===== src/rtl/wake_pkg.sv =====
package wake_pkg;
  typedef enum logic [2:0] {
    SRC_NONE, SRC_P3_0, SRC_P3_1, SRC_P3_2, SRC_P3_3, SRC_P2_7, SRC_NOR_LO, SRC_NOR_ALL
  } main_src_e;

  typedef enum logic [1:0] {AUX_NONE, AUX_AND_LO, AUX_AND_ALL, AUX_RSVD} aux_src_e;

  typedef struct packed {
    logic      warm;
    logic      pol;
    logic      dly_en;
    main_src_e src;
    logic [1:0] spare;
  } main_reg_t;
endpackage


===== src/rtl/wake_sync.sv =====
module wake_sync #(
  parameter int W = 12
) (
  input  logic         clk_i,
  input  logic         rst_ni,
  input  logic [W-1:0] d_i,
  output logic [W-1:0] q_o
);
  logic [W-1:0] s1_q, s2_q;

  always_ff @(posedge clk_i or negedge rst_ni) begin
    if (!rst_ni) begin
      s1_q <= '0;
      s2_q <= '0;
    end else begin
      s1_q <= d_i;
      s2_q <= s1_q;
    end
  end

  assign q_o = s2_q;
endmodule


===== src/rtl/wake_src_sel.sv =====
module wake_src_sel
  import wake_pkg::*;
(
  input  main_src_e  main_src_i,
  input  aux_src_e   aux_src_i,
  input  logic       pol_i,
  input  logic [3:0] p3_i,
  input  logic [7:0] p2_i,
  output logic       cond_o
);
  logic val, has;

  always_comb begin
    val = 1'b0;
    has = 1'b1;
    if (aux_src_i != AUX_NONE) begin
      // aux field overrides main on conflict
      unique case (aux_src_i)
        AUX_AND_LO:  val = &p2_i[3:0];
        AUX_AND_ALL: val = &p2_i;
        default:     has = 1'b0;
      endcase
    end else begin
      unique case (main_src_i)
        SRC_P3_0:    val = p3_i[0];
        SRC_P3_1:    val = p3_i[1];
        SRC_P3_2:    val = p3_i[2];
        SRC_P3_3:    val = p3_i[3];
        SRC_P2_7:    val = p2_i[7];
        SRC_NOR_LO:  val = ~|p2_i[3:0];
        SRC_NOR_ALL: val = ~|p2_i;
        default:     has = 1'b0;
      endcase
    end
  end

  assign cond_o = has && (val == pol_i);
endmodule


===== src/rtl/wake_delay.sv =====
module wake_delay #(
  parameter int CNT = 16
) (
  input  logic clk_i,
  input  logic rst_ni,
  input  logic start_i,
  output logic busy_o,
  output logic done_o
);
  localparam int W = $clog2(CNT + 1);

  logic [W-1:0] cnt_q;
  logic         busy_q;

  always_ff @(posedge clk_i or negedge rst_ni) begin
    if (!rst_ni) begin
      cnt_q  <= '0;
      busy_q <= 1'b0;
    end else if (start_i) begin
      cnt_q  <= W'(CNT - 1);
      busy_q <= 1'b1;
    end else if (busy_q) begin
      if (cnt_q == '0) busy_q <= 1'b0;
      else             cnt_q  <= cnt_q - 1'b1;
    end
  end

  assign busy_o = busy_q;
  assign done_o = busy_q && (cnt_q == '0);

  a_r5_done_releases: assert property (@(posedge clk_i) disable iff (!rst_ni)
    done_o && !start_i |=> !busy_o);
  a_r5_start_busy: assert property (@(posedge clk_i) disable iff (!rst_ni)
    start_i |=> busy_o);
endmodule


===== src/rtl/wake_stop_ctrl.sv =====
module wake_stop_ctrl
  import wake_pkg::*;
#(
  parameter int CLK_HZ      = 12_000_000,
  parameter int DELAY_US    = 5000,
  parameter int HOLD_CYCLES = 5
) (
  input  logic       clk_i,
  input  logic       rst_ni,
  input  logic       main_we_i,
  input  logic       aux_we_i,
  input  logic [7:0] wdata_i,
  output logic [7:0] main_o,
  output logic [7:0] aux_o,
  input  logic [3:0] p3_i,
  input  logic [7:0] p2_i,
  input  logic       stop_i,
  input  logic       stop_entry_i,
  output logic       wake_o,
  output logic       core_rst_o,
  output logic       run_o
);
  localparam int DLY_CYCLES = (CLK_HZ / 1_000_000) * DELAY_US;
  localparam int HW         = $clog2(HOLD_CYCLES + 1);

  main_reg_t  main_q;
  aux_src_e   aux_q;
  logic       err_q, armed_q, wake_q, run_q;
  logic [HW-1:0] hold_q;
  logic [3:0] p3_s;
  logic [7:0] p2_s;
  logic       cond, active, accept, dly_done, dly_busy;

  // registers
  always_ff @(posedge clk_i or negedge rst_ni) begin
    if (!rst_ni) begin
      main_q <= '{warm: 1'b0, pol: 1'b0, dly_en: 1'b1, src: SRC_NONE, spare: 2'b00};
      aux_q  <= AUX_NONE;
      err_q  <= 1'b0;
    end else begin
      if (main_we_i) begin
        main_q.pol    <= wdata_i[6];
        main_q.dly_en <= wdata_i[5];
        main_q.src    <= main_src_e'(wdata_i[4:2]);
        main_q.spare  <= wdata_i[1:0];
      end
      if (stop_entry_i) main_q.warm <= 1'b1;
      if (aux_we_i) aux_q <= aux_src_e'(wdata_i[1:0]);
      if (main_q.src != SRC_NONE && aux_q != AUX_NONE) err_q <= 1'b1;
    end
  end

  assign main_o = main_q;
  assign aux_o  = {err_q, 5'b0, aux_q};

  wake_sync #(.W(12)) i_sync (
    .clk_i (clk_i),
    .rst_ni(rst_ni),
    .d_i   ({p3_i, p2_i}),
    .q_o   ({p3_s, p2_s})
  );

  wake_src_sel i_sel (
    .main_src_i(main_q.src),
    .aux_src_i (aux_q),
    .pol_i     (main_q.pol),
    .p3_i      (p3_s),
    .p2_i      (p2_s),
    .cond_o    (cond)
  );

  assign active = armed_q && stop_i;
  assign accept = active && cond &&
                  (main_q.dly_en || hold_q == HW'(HOLD_CYCLES - 1));

  // detector and run control
  always_ff @(posedge clk_i or negedge rst_ni) begin
    if (!rst_ni) begin
      armed_q <= 1'b0;
      hold_q  <= '0;
      wake_q  <= 1'b0;
      run_q   <= 1'b1;
    end else begin
      wake_q <= accept;
      if (!active || !cond)                  hold_q <= '0;
      else if (hold_q != HW'(HOLD_CYCLES - 1)) hold_q <= hold_q + 1'b1;
      if (stop_entry_i) armed_q <= 1'b1;
      else if (accept)  armed_q <= 1'b0;
      if (stop_entry_i)                        run_q <= 1'b0;
      else if (accept && !main_q.dly_en)       run_q <= 1'b1;
      else if (dly_done && !accept)            run_q <= 1'b1;
    end
  end

  wake_delay #(.CNT(DLY_CYCLES)) i_delay (
    .clk_i  (clk_i),
    .rst_ni (rst_ni),
    .start_i(accept && main_q.dly_en),
    .busy_o (dly_busy),
    .done_o (dly_done)
  );

  assign wake_o     = wake_q;
  assign core_rst_o = dly_busy;
  assign run_o      = run_q;

  a_r7_warm_sticky: assert property (@(posedge clk_i) disable iff (!rst_ni)
    main_q.warm |=> main_q.warm);
  a_r9_err_sticky: assert property (@(posedge clk_i) disable iff (!rst_ni)
    err_q |=> err_q);
  a_r8_wake_in_stop: assert property (@(posedge clk_i) disable iff (!rst_ni)
    wake_o |-> $past(stop_i));
  a_r8_single_pulse: assert property (@(posedge clk_i) disable iff (!rst_ni)
    wake_o |=> !wake_o);
  a_r5_no_run_in_reset: assert property (@(posedge clk_i) disable iff (!rst_ni)
    core_rst_o |-> !run_o);
  a_r10_entry_parks: assert property (@(posedge clk_i) disable iff (!rst_ni)
    stop_entry_i |=> !run_o);
endmodule


===== config.mk =====
export PLATFORM = sky130hd
export DESIGN_NAME = wake_stop_ctrl
export DESIGN_NICKNAME = d
export VERILOG_FILES = /design/src/rtl/wake_pkg.sv /design/src/rtl/wake_sync.sv /design/src/rtl/wake_src_sel.sv /design/src/rtl/wake_delay.sv /design/src/rtl/wake_stop_ctrl.sv
export SDC_FILE = /design/constraint.sdc
export NUM_CORES = 1
export LEC_CHECK = 0
export BUFFER_PORTS_ARGS = -buffer_cell sky130_fd_sc_hd__buf_4
export CAP_MARGIN = 0
export CORE_ASPECT_RATIO = 0.8
export CORE_MARGIN = 2
export CORE_UTILIZATION = 50
export CTS_BUF_LIST = sky130_fd_sc_hd__clkbuf_8
export DETAILED_ROUTE_END_ITERATION = 6
export GPL_ROUTABILITY_DRIVEN = 0
export PLACE_DENSITY = 0.81
export SLEW_MARGIN = 10
export SYNTH_ARGS = -nofsm -noshare
export SYNTH_HDL_FRONTEND = slang
export SYNTH_SLANG_ARGS = --single-unit

===== constraint.sdc =====
create_clock -name clk_i -period 2.33 [get_ports clk_i]
set_input_delay 0.233 -clock clk_i [delete_from_list [all_inputs] [get_ports clk_i]]
set_output_delay 0.233 -clock clk_i [all_outputs]
set_load 0.1 [all_outputs]

# == Yosys cells after proc, flatten, opt, wreduce, memory -nomap -nowiden ==
# Cells that the tools add are included.
# word_totals
mem_count,0
word_cells,80
output_inout_bits,19
romBits,0
regBits,58
ram_bits,0
input_bits,26
latch_bits,0
# op_classes
n_lt_le_gt_ge,0
n_reduce_logical,31
add_sub_neg,2
bitwise,0
shift,0
n_mux,19
mul,0
eq_ne,13
div,0
# ops
operator,count
$mux W16,3
$logic_not A16 Y1,1
$sub A16 B1 Y16 const B,1
$eq A3 B3 Y1 const B,5
$mux W1,12
$logic_and A1 B1 Y1,9
$reduce_and A8 Y1,1
$reduce_bool A2 Y1,4
$reduce_or A8 Y1,1
$pmux W1 S7,1
$reduce_or A7 Y1,1
$eq A3 B2 Y1 const B,2
$logic_not A1 Y1,6
$mux W3,2
$reduce_bool A3 Y1,2
$reduce_and A4 Y1,1
$reduce_or A4 Y1,1
$add A3 B1 Y3 const B,1
$eq A3 B1 Y1 const B,1
$ne A3 B3 Y1 const B,1
$eq A2 B1 Y1 const B,1
$eq A2 B2 Y1 const B,1
$logic_or A1 B1 Y1,2
$ne A2 B1 Y1 const B,1
4 further kinds,4

# == Depth between registers and ports, before layout ==
# Gate-level depths: netlist of run 1.
# depth
word_depth,13
depth_mapped,9
ltp_nobuf,8

# == Hierarchy ==
# Synthesis of run 1 repeated with hierarchy kept, for this count alone.
# unflattened
hier_cells,216
area_unflattened_um2,2587.5
# by_module_without_submodules
module,area_each_um2,cells_each,seq_area_each_um2,instances
wake_delay,1032.2,106,425.4,1
wake_stop_ctrl,748.2,61,427.9,1
wake_sync,600.6,24,600.6,1
wake_src_sel,206.4,25,0.0,1

# == Worst setup path before layout of run 1 ==
# Ideal clock, no wire load.
# synth_timing
path_type,reg2reg
from,register aux_q[0]
to,register i_delay.busy_q (netlist: i_delay.busy_o)
required_time_ps,2199
path_buffers,1
setup_ps,131
period_less_slack_ps,2643
slack_ps,-313
stages_incl_launch_ff,9
t_arrival_ps,2513
cell_sequence,dfrtp_1 inv_1 ha_1 nand2b_1 or3_1 o21a_2 mux2i_4 buf_4 nand2_1
# synth_between
elab_chain_len,9
word_cells_on_any_way,14
classes_between,eq/ne: 3; mux: 5; reduce/logical: 6
# synth_rtl
item,line_no,text
"start, declared",wake_stop_ctrl.sv:27,aux_src_e aux_q;
"start signal, assigned",wake_stop_ctrl.sv:48,if (aux_we_i) aux_q <= aux_src_e'(wdata_i[1:0]);
$eq A2 B2 Y1 / $eq A2 B1 Y1 (equally long branches),wake_src_sel.sv:18,unique case (aux_src_i)
$pmux W1 S2 / $reduce_or A2 Y1 (equally long branches),--,
$mux W1 (on tied branches),"wake_src_sel.sv:16, wake_src_sel.sv:18",
$eq A1 B1 Y1 / $mux W1 (equally long branches),"wake_src_sel.sv:37, wake_src_sel.sv:16",
$logic_and A1 B1 Y1 (*),wake_src_sel.sv:37,assign cond_o = has && (val == pol_i);
$logic_and A1 B1 Y1 (*) (2 in a row),wake_stop_ctrl.sv:73,assign accept = active && cond &&
$logic_and A1 B1 Y1 (*),wake_stop_ctrl.sv:98,".start_i(accept && main_q.dly_en),"
$mux W1 (*),wake_delay.sv:19,end else if (start_i) begin
"end signal, assigned",wake_delay.sv:18,busy_q <= 1'b0;
"end signal, assigned",wake_delay.sv:21,busy_q <= 1'b1;
"end signal, assigned",wake_delay.sv:23,if (cnt_q == '0) busy_q <= 1'b0;
"end, declared",wake_delay.sv:13,logic busy_q;
# Mark *: on every way between the ends. The rest lies on a longest branch, timed or not.
# A chain may end at the register's enable or synchronous reset.

# == Worst setup path in the final report of run 1 ==
# layout_timing
from,register aux_q[0]
to,register run_q (netlist: run_o)
# layout_between
elab_chain_len,10
word_cells_on_any_way,18
classes_between,eq/ne: 3; mux: 6; reduce/logical: 9
# layout_rtl
item,line_no,text
$eq A2 B2 Y1 / $eq A2 B1 Y1 (equally long branches),wake_src_sel.sv:18,
$pmux W1 S2 / $reduce_or A2 Y1 (equally long branches),--,
$mux W1 (on tied branches),"wake_src_sel.sv:16, wake_src_sel.sv:18",
$eq A1 B1 Y1 / $mux W1 (equally long branches),"wake_src_sel.sv:37, wake_src_sel.sv:16",
$logic_and A1 B1 Y1 (*),wake_src_sel.sv:37,
$logic_and A1 B1 Y1 (*) (2 in a row),wake_stop_ctrl.sv:73,
$logic_and A1 B1 Y1 / $logic_not A1 Y1 (equally long branches),"wake_stop_ctrl.sv:90, wake_stop_ctrl.sv:91",
$mux W1 / $logic_and A1 B1 Y1 (equally long branches),"wake_stop_ctrl.sv:90, wake_stop_ctrl.sv:91",
$mux W1 / $reduce_bool A3 Y1 (equally long branches),--,
"end signal, assigned",wake_stop_ctrl.sv:89,if (stop_entry_i) run_q <= 1'b0;
"end signal, assigned",wake_stop_ctrl.sv:90,else if (accept && !main_q.dly_en) run_q <= 1'b1;
"end signal, assigned",wake_stop_ctrl.sv:91,else if (dly_done && !accept) run_q <= 1'b1;
"end, declared",wake_stop_ctrl.sv:28,"logic err_q, armed_q, wake_q, run_q;"
# Marked as above.

==> flow_metrics.env, run 1 <==
export IMPL_required_ns=2.59
export IMPL_critPathLaunch="aux_q[0]"
export IMPL_cts_sinks=58
export IMPL_post_dp_cell_area_um2=2800
export IMPL_crit_chain="inv_1 -> ha_1 -> and3_1 -> a31oi_1 -> or3_1 -> o21a_2 -> mux2i_4 -> buf_4 -> a2bb2oi_1"
export IMPL_whs_path_depth=2
export IMPL_nFillCells=347
export IMPL_r2r_worst_path_cells=9
export IMPL_relSlewSlack_pct=53.2
export IMPL_wl_per_cell_um=14.5
export IMPL_grt_total_usage_pct=20.7
export IMPL_antenna_found_initial=0
export IMPL_h_tree_depth=3
export IMPL_crit_type="flop to flop"
export IMPL_synth_async_sr_flop_share_pct=100
export IMPL_finalHoldViolCount=0
export IMPL_whs_ns=0.0926
export IMPL_drive_gt1_share_pct=27.9
export IMPL_yosysWarnings=0
export IMPL_pin_count=45
export IMPL_final_setup_viol_count=0
export IMPL_core_area_um2=4650
export IMPL_irDropWorstVdd_mv=0.763
export IMPL_synth_largest_area_cell="dfrtp_1"
export IMPL_ys_seq_area_share_pct=59.1
export IMPL_grt_max_degree=59
export IMPL_r2r_start="aux_q[0]"
export IMPL_crit_cells=9
export IMPL_die_height_um=66.8
export IMPL_grt_setup_unrepaired="yes"
export IMPL_overflow=0
export IMPL_synth_top_area_share_pct=56.9
export IMPL_hold_path_class="primary input to flop"
export IMPL_max_freq_mhz=454
export IMPL_grt_pass1_vias=1769
export IMPL_post_route_period_util_pct=94.6
export IMPL_vias=1721
export IMPL_tightest_slew_ns=0.701
export IMPL_root_buffer="clkbuf_8"
export IMPL_critical_path_endpoint_type="flop"
export IMPL_grt_pass1_wl_mm=8.15
export IMPL_final_util_pct=67.7
export IMPL_p_leak_nw=1.41
export IMPL_dieArea_um2=5500
export IMPL_first_pass_iters=4
export IMPL_syn_inst=205
export IMPL_die_w_um=82.4
export IMPL_clk_pin_slew_ns=0.07
export IMPL_worstHoldStart="aux_we_i"
export IMPL_status="finished, final reports clean"
export IMPL_fin_nets=296
export IMPL_cap_violations=0
export IMPL_fin_crit_ns=2.20
export IMPL_syn_avg_cell_area_um2=12.0
export IMPL_synth_area_top_cells="dfrtp_1 (57%), ha_1 (3.1%), nand2_1 (3.1%)"
export IMPL_area_growth_pct=28.0
export IMPL_start_util_pct=52.9
export IMPL_synth_edf_count=0
export IMPL_synth_ff_type="dfrtp_1"
export IMPL_critPathMaxStageDelay_ns=0.49
export IMPL_crit_buf_inv=2
export IMPL_synth_seq_cells=58
export IMPL_final_cell_area_um2=3150
export IMPL_drt_iter0_drc=122
export IMPL_startpoint_type="flop"
export IMPL_clock_latency_ns=0.34
export IMPL_fp_row_count=22
export IMPL_path_delay_family="simple AND/OR/NAND/NOR gates"
export IMPL_worstPathArrival_ns=2.46
export IMPL_power_per_cell_area_nw_per_um2=886
export IMPL_cts_resized=0
export IMPL_slew_viol_final=0
export IMPL_cts_tree="yes"
export IMPL_synthesis_area_um2=2460
export IMPL_port_buffers=38
export IMPL_cts_buffers=9
export IMPL_clockBufferDepth=2
export IMPL_drc_errors=0
export IMPL_dpl_hpwl_mm=3.20
export IMPL_cp_max_fo=10
export IMPL_drt_antenna_violating_nets=0
export IMPL_yosysUniqueCellTypes=46
export IMPL_finalWirelength_mm=4.76
export IMPL_fin_skew_ns=0.00721
export IMPL_diodes=0
export IMPL_postCtsSetupBuffers=0
export IMPL_critical_path_slowest_cell="dfrtp_4"
export IMPL_avgViaCountPerCell=5.23
sequential cells by signal, indices dropped and copies added (netlist names):
name and count:
err_q 1, run_o 1, i_delay.cnt_q 16, armed_q 1, wake_o 1, i_sync.q_o 12, i_sync.s1_q 12, aux_q 2
main_o 8, i_delay.busy_o 1, hold_q 3
worst paths after layout:
path,slack [ns],endpoint
min in group asynchronous,0.48,i_sync.q_o[0]
max in group asynchronous,1.31,aux_q[0]
hold / removal,0.09,aux_q[1]
hold reg to reg,0.35,i_sync.q_o[7]
setup / recovery,0.13,run_o
setup reg to reg,0.13,run_o
area by class of cell:
type / instances / area (um^2) / share of cell area (%)
clock buffer: 9 / 124 / 3.93
sequential: 58 / 1460 / 46.4
clock inverter: 7 / 101 / 3.22
inverter: 8 / 30.0 / 0.953
timing repair buffer: 53 / 430 / 13.7
tap: 60 / 75.1 / 2.38
multi-input combinational: 134 / 928 / 29.5
Yosys cell counts (all sizes together) (3+ instances only):
library cell  instances
a21oi                 3
nand2                20
xor2                  5
nor4                  7
inv                   8
nor2                  8
ha                    6
nor3                 12
mux2                  6
dfrtp                56
o21ai                 7
mux2i                 5
buf                   8
xnor2                 8
nand3                 3
and3                  3
and2                  4
logic make-up after synthesis:
group,after synthesis,synth area share [%]
other cells,1,0.152
mux,11,5.29
fa+ha+maj,6,3.05
simple gates,71,15.6
flops,58,59.1
compound gates,28,8.39
xor+xnor,13,4.63
buf+inv,17,3.81
placed cells by master (no fill, tap or decap), types with 2 or more instances in the layout:
cell type,instances
dfrtp_2,3
mux2_2,6
xnor2_1,8
a21oi_1,3
dfstp_2,2
nand3_1,3
clkinv_4,2
o21bai_1,2
clkbuf_8,9
a2bb2oi_1,2
and2_1,4
nand2_1,20
nor4_1,7
nand2b_1,2
buf_4,40
o211ai_1,2
nor3b_1,2
o31ai_1,2
dfrtp_1,52
xor2_1,5
ha_1,6
inv_1,8
and3_1,3
conb_1,5
mux2i_1,4
nand4_1,2
bufinv_16,2
o21ai_0,6
clkinvlp_4,2
nor2_1,8
o41ai_1,2
nor3_1,12
dlygate4sd3_1,13
what timing repair did:
item                       4_1_cts  5_1_grt
hold buffers                    13        0
hold endpoints to repair        68        0
setup endpoints to repair        0        1
routing by layer:
layer	part of all wire [%]	GRT usage [%]	vias to the layer above
li1	-	-	828
met1	44	25.5	846
met2	50	33.1	38
met3	4.2	6.23	9
met4	1.9	10.2	0
met5	0	0	-
metrics by stage:
stage          setup slack [ns]  setup TNS (ns)  power (mW)  std cells
4_1_cts                   0.129               0        2.82        329
3_5_place_dp              0.179               0        1.77        300
5_1_grt                -0.00856        -0.00856        2.94        329
2_1_floorplan            0.0133               0        1.62        209
6_report                  0.126               0        2.79        329
3_3_place_gp              0.204               0        1.74        300
where the power goes:
part	internal (mW)	leakage [nW]	total, mW	switching (mW)
sequential	1.11	0.661	1.21	0.0989
clock	0.608	0.106	1.02	0.416
combinational	0.197	0.645	0.554	0.357
total	1.92	1.41	2.79	0.872
(Power assumes the default switching activity.)
==> run 2: changes to the inputs <==
PLACE_DENSITY = 0.8   (was 0.81)
SYNTH_HIERARCHICAL = 1   (was not set)
==> run 2 against run 1 <==
  * Largest cell class unchanged
  * Highest routed layer unchanged
  * Global-route usage decreased by 0.41 points
  * The flow now finishes with violations (setup timing)
  * Flip-flop and latch count unchanged
  * Via count increased by 12%
  * Area after synthesis increased by 5.1%
  * Critical endpoint is now i_delay/cnt_q[9]
  * Register-to-register slack got worse by 0.23 ns
  * Worst hold slack got worse by 0.067 ns
  * Sequential power increased by 7%
==> flow_metrics.env, run 2 <==
export IMPL_final_cell_area_um2=3430
export IMPL_die_w_um=84.4
export IMPL_syn_inst=216
export IMPL_area_growth_pct=32.5
export IMPL_largest_reg_flops=16
export IMPL_clk_pin_slew_ns=0.07
export IMPL_grt_pass1_vias=1796
export IMPL_startpoint_type="flop"
export IMPL_cts_buffers=9
export IMPL_clockBufferDepth=2
export IMPL_post_dp_cell_area_um2=3050
export IMPL_irDropWorstVdd_mv=0.530
export IMPL_start_util_pct=51.7
export IMPL_pin_count=45
export IMPL_relSlewSlack_pct=52.7
export IMPL_port_buffers=38
export IMPL_fp_row_count=23
export IMPL_h_tree_depth=3
export IMPL_fin_setup_tns_ns=-0.781
export IMPL_drc_errors=0
export IMPL_drt_antenna_violating_nets=0
export IMPL_finalHoldViolCount=0
export IMPL_synth_area_top_cells="dfrtp_1 (54%), mux2_2 (3.9%), ha_1 (2.9%)"
export IMPL_p_leak_nw=1.41
export IMPL_synth_seq_cells=58
export IMPL_max_freq_mhz=411
export IMPL_yosysWarnings=6
export IMPL_grt_setup_unrepaired="yes"
export IMPL_regMostFlops="i_delay/cnt_q"
export IMPL_wl_per_cell_um=15.0
export IMPL_yosysUniqueCellTypes=54
export IMPL_grt_total_usage_pct=20.3
export IMPL_overflow=0
export IMPL_post_route_period_util_pct=104
export IMPL_grt_pass1_wl_mm=8.67
export IMPL_yosysMostFrequentCell="dfrtp_1"
export IMPL_reg2reg_slack_ns=-0.10
export IMPL_crit_buf_inv=2
export IMPL_path_delay_family="simple AND/OR/NAND/NOR gates"
export IMPL_worstPathArrival_ns=2.66
export IMPL_synth_largest_area_cell="dfrtp_1"
export IMPL_cts_sinks=58
export IMPL_r2r_start="aux_q[0]"
export IMPL_dpl_hpwl_mm=3.36
export IMPL_fin_crit_ns=2.43
export IMPL_fin_skew_ns=0.00605
export IMPL_antenna_found_initial=0
export IMPL_cp_max_fo=7
export IMPL_detailedPlace_worstSlack_ns=-0.0980
export IMPL_clock_latency_ns=0.35
export IMPL_drt_iter0_drc=105
export IMPL_nFillCells=368
export IMPL_critical_path_slowest_cell="dfrtp_4"
export IMPL_die_height_um=68.3
export IMPL_fin_nets=318
export IMPL_avgViaCountPerCell=5.46
export IMPL_cts_tree="yes"
export IMPL_dieArea_um2=5770
export IMPL_diodes=0
export IMPL_critical_path_endpoint_type="flop"
export IMPL_synth_top_area_share_pct=54.2
export IMPL_synth_edf_count=0
export IMPL_core_area_um2=5010
export IMPL_status="finished, violations left"
export IMPL_synth_async_sr_flop_share_pct=100
export IMPL_power_per_cell_area_nw_per_um2=826
export IMPL_final_cell_mix="dfrtp_1 (51), buf_4 (49), nor2_1 (14)"
export IMPL_final_util_pct=68.5
export IMPL_worst_slack_ns=-0.101
export IMPL_design_power_total_mw=2.83
export IMPL_synth_commonest_cells="dfrtp_1 (56), nor2_1 (18), inv_1 (10), mux2_2 (9), a21oi_1 (8)"
export IMPL_root_buffer="clkbuf_8"
export IMPL_crit_chain="inv_4 -> ha_4 -> and3_4 -> a31oi_2 -> o31ai_2 -> a41oi_2 -> mux2_4 -> and3_4 -> and2_4 -> buf_12 -> nor2b_1 -> mux2i_1"
export IMPL_cp_common_cell="and3_4"
export IMPL_reg2reg_to="i_delay/cnt_q[9]"
export IMPL_ys_seq_area_share_pct=56.2
export IMPL_critPathMaxStageDelay_ns=0.50
export IMPL_hold_path_class="primary input to flop"
export IMPL_r2r_worst_path_cells=12
export IMPL_required_ns=2.56
export IMPL_cap_violations=0
export IMPL_final_setup_viol_count=14
export IMPL_syn_avg_cell_area_um2=12.0
export IMPL_hold_end="run_o"
export IMPL_drive_gt1_share_pct=39.5
export IMPL_synth_ff_type="dfrtp_1"
export IMPL_slew_viol_final=0
export IMPL_tightest_slew_ns=0.709
export IMPL_synthesis_area_um2=2590
export IMPL_vias=1926
export IMPL_final_common_cell="dfrtp_1"
export IMPL_whs_path_depth=2
export IMPL_finalWirelength_mm=5.29
export IMPL_grt_max_degree=59
export IMPL_crit_type="flop to flop"
export IMPL_first_pass_iters=4
export IMPL_violations="setup timing"
export IMPL_worstHoldStart="stop_entry_i"
==> run 2: how the worst max path moves through the flow <==
stage,from,to,slack (ns),cells past startpoint
after floorplan,aux_q[0],i_delay/cnt_q[14],-0.37,13
after CTS,aux_q[0],i_delay/cnt_q[14],-0.08,11
after detailed placement,aux_q[1],i_delay/cnt_q[14],-0.1,10
final,aux_q[0],i_delay/cnt_q[9],-0.10,12
after global routing,aux_q[0],i_delay/cnt_q[14],-0.16,11
after global placement,aux_q[1],i_delay/cnt_q[14],-0.05,10
==> run 2: what timing repair did <==
action | CTS | global route
cloned | 1 | 0
hold buffers | 13 | 0
setup endpoints to repair | 13 | 18
pin swaps | 0 | 3
hold endpoints to repair | 68 | 0
buffers inserted | 1 | 1
gates resized for setup | 2 | 10
==> run 2: cells by family (layout without fill, tap and decap cells) <==
kind of cell	Yosys count	count (layout)	share of synthesized area (%)
other	1	5	0.145
buffers and inverters	21	91	4.26
AND/OR/NAND/NOR	75	76	17.8
adder cells (fa/ha/maj)	6	6	2.90
flip-flops	58	58	56.2
multiplexers	18	18	7.69
XOR/XNOR	2	2	0.677
AO/OA/AOI/OAI	35	35	10.3
==> run 2: report_power, final <==
group | total [mW] | leakage, nW | internal (mW) | switching (mW)
Sequential | 1.29 | 0.658 | 1.14 | 0.155
Clock | 0.816 | 0.0777 | 0.388 | 0.428
Combinational | 0.725 | 0.673 | 0.317 | 0.408
Total | 2.83 | 1.41 | 1.84 | 0.991
==> run 2: metrics by stage <==
step / hold WS [ns] / instances
floorplan: -0.0626 / 220
global placement: 0.324 / 321
detailed placement: 0.329 / 321
CTS: 0.00973 / 352
global route: 0.0178 / 353
finish: 0.0254 / 353
==> run 2: layout make-up <==
cell class / count / area, um^2 / area share [%]
tap: 62 / 77.6 / 2.26
clock inverter: 7 / 56.3 / 1.64
inverter: 10 / 43.8 / 1.28
sequential: 58 / 1470 / 42.7
multi-input combinational: 142 / 1120 / 32.7
timing repair buffer: 65 / 541 / 15.8
clock buffer: 9 / 124 / 3.61
==> run 2: per-layer routing <==
metal	up-vias	wire length [um]	track usage (%)
li1	913	-	-
met4	0	57	6.55
met3	6	288	8.44
met5	-	0	0
met1	948	2390	26.5
met2	59	2550	31.3
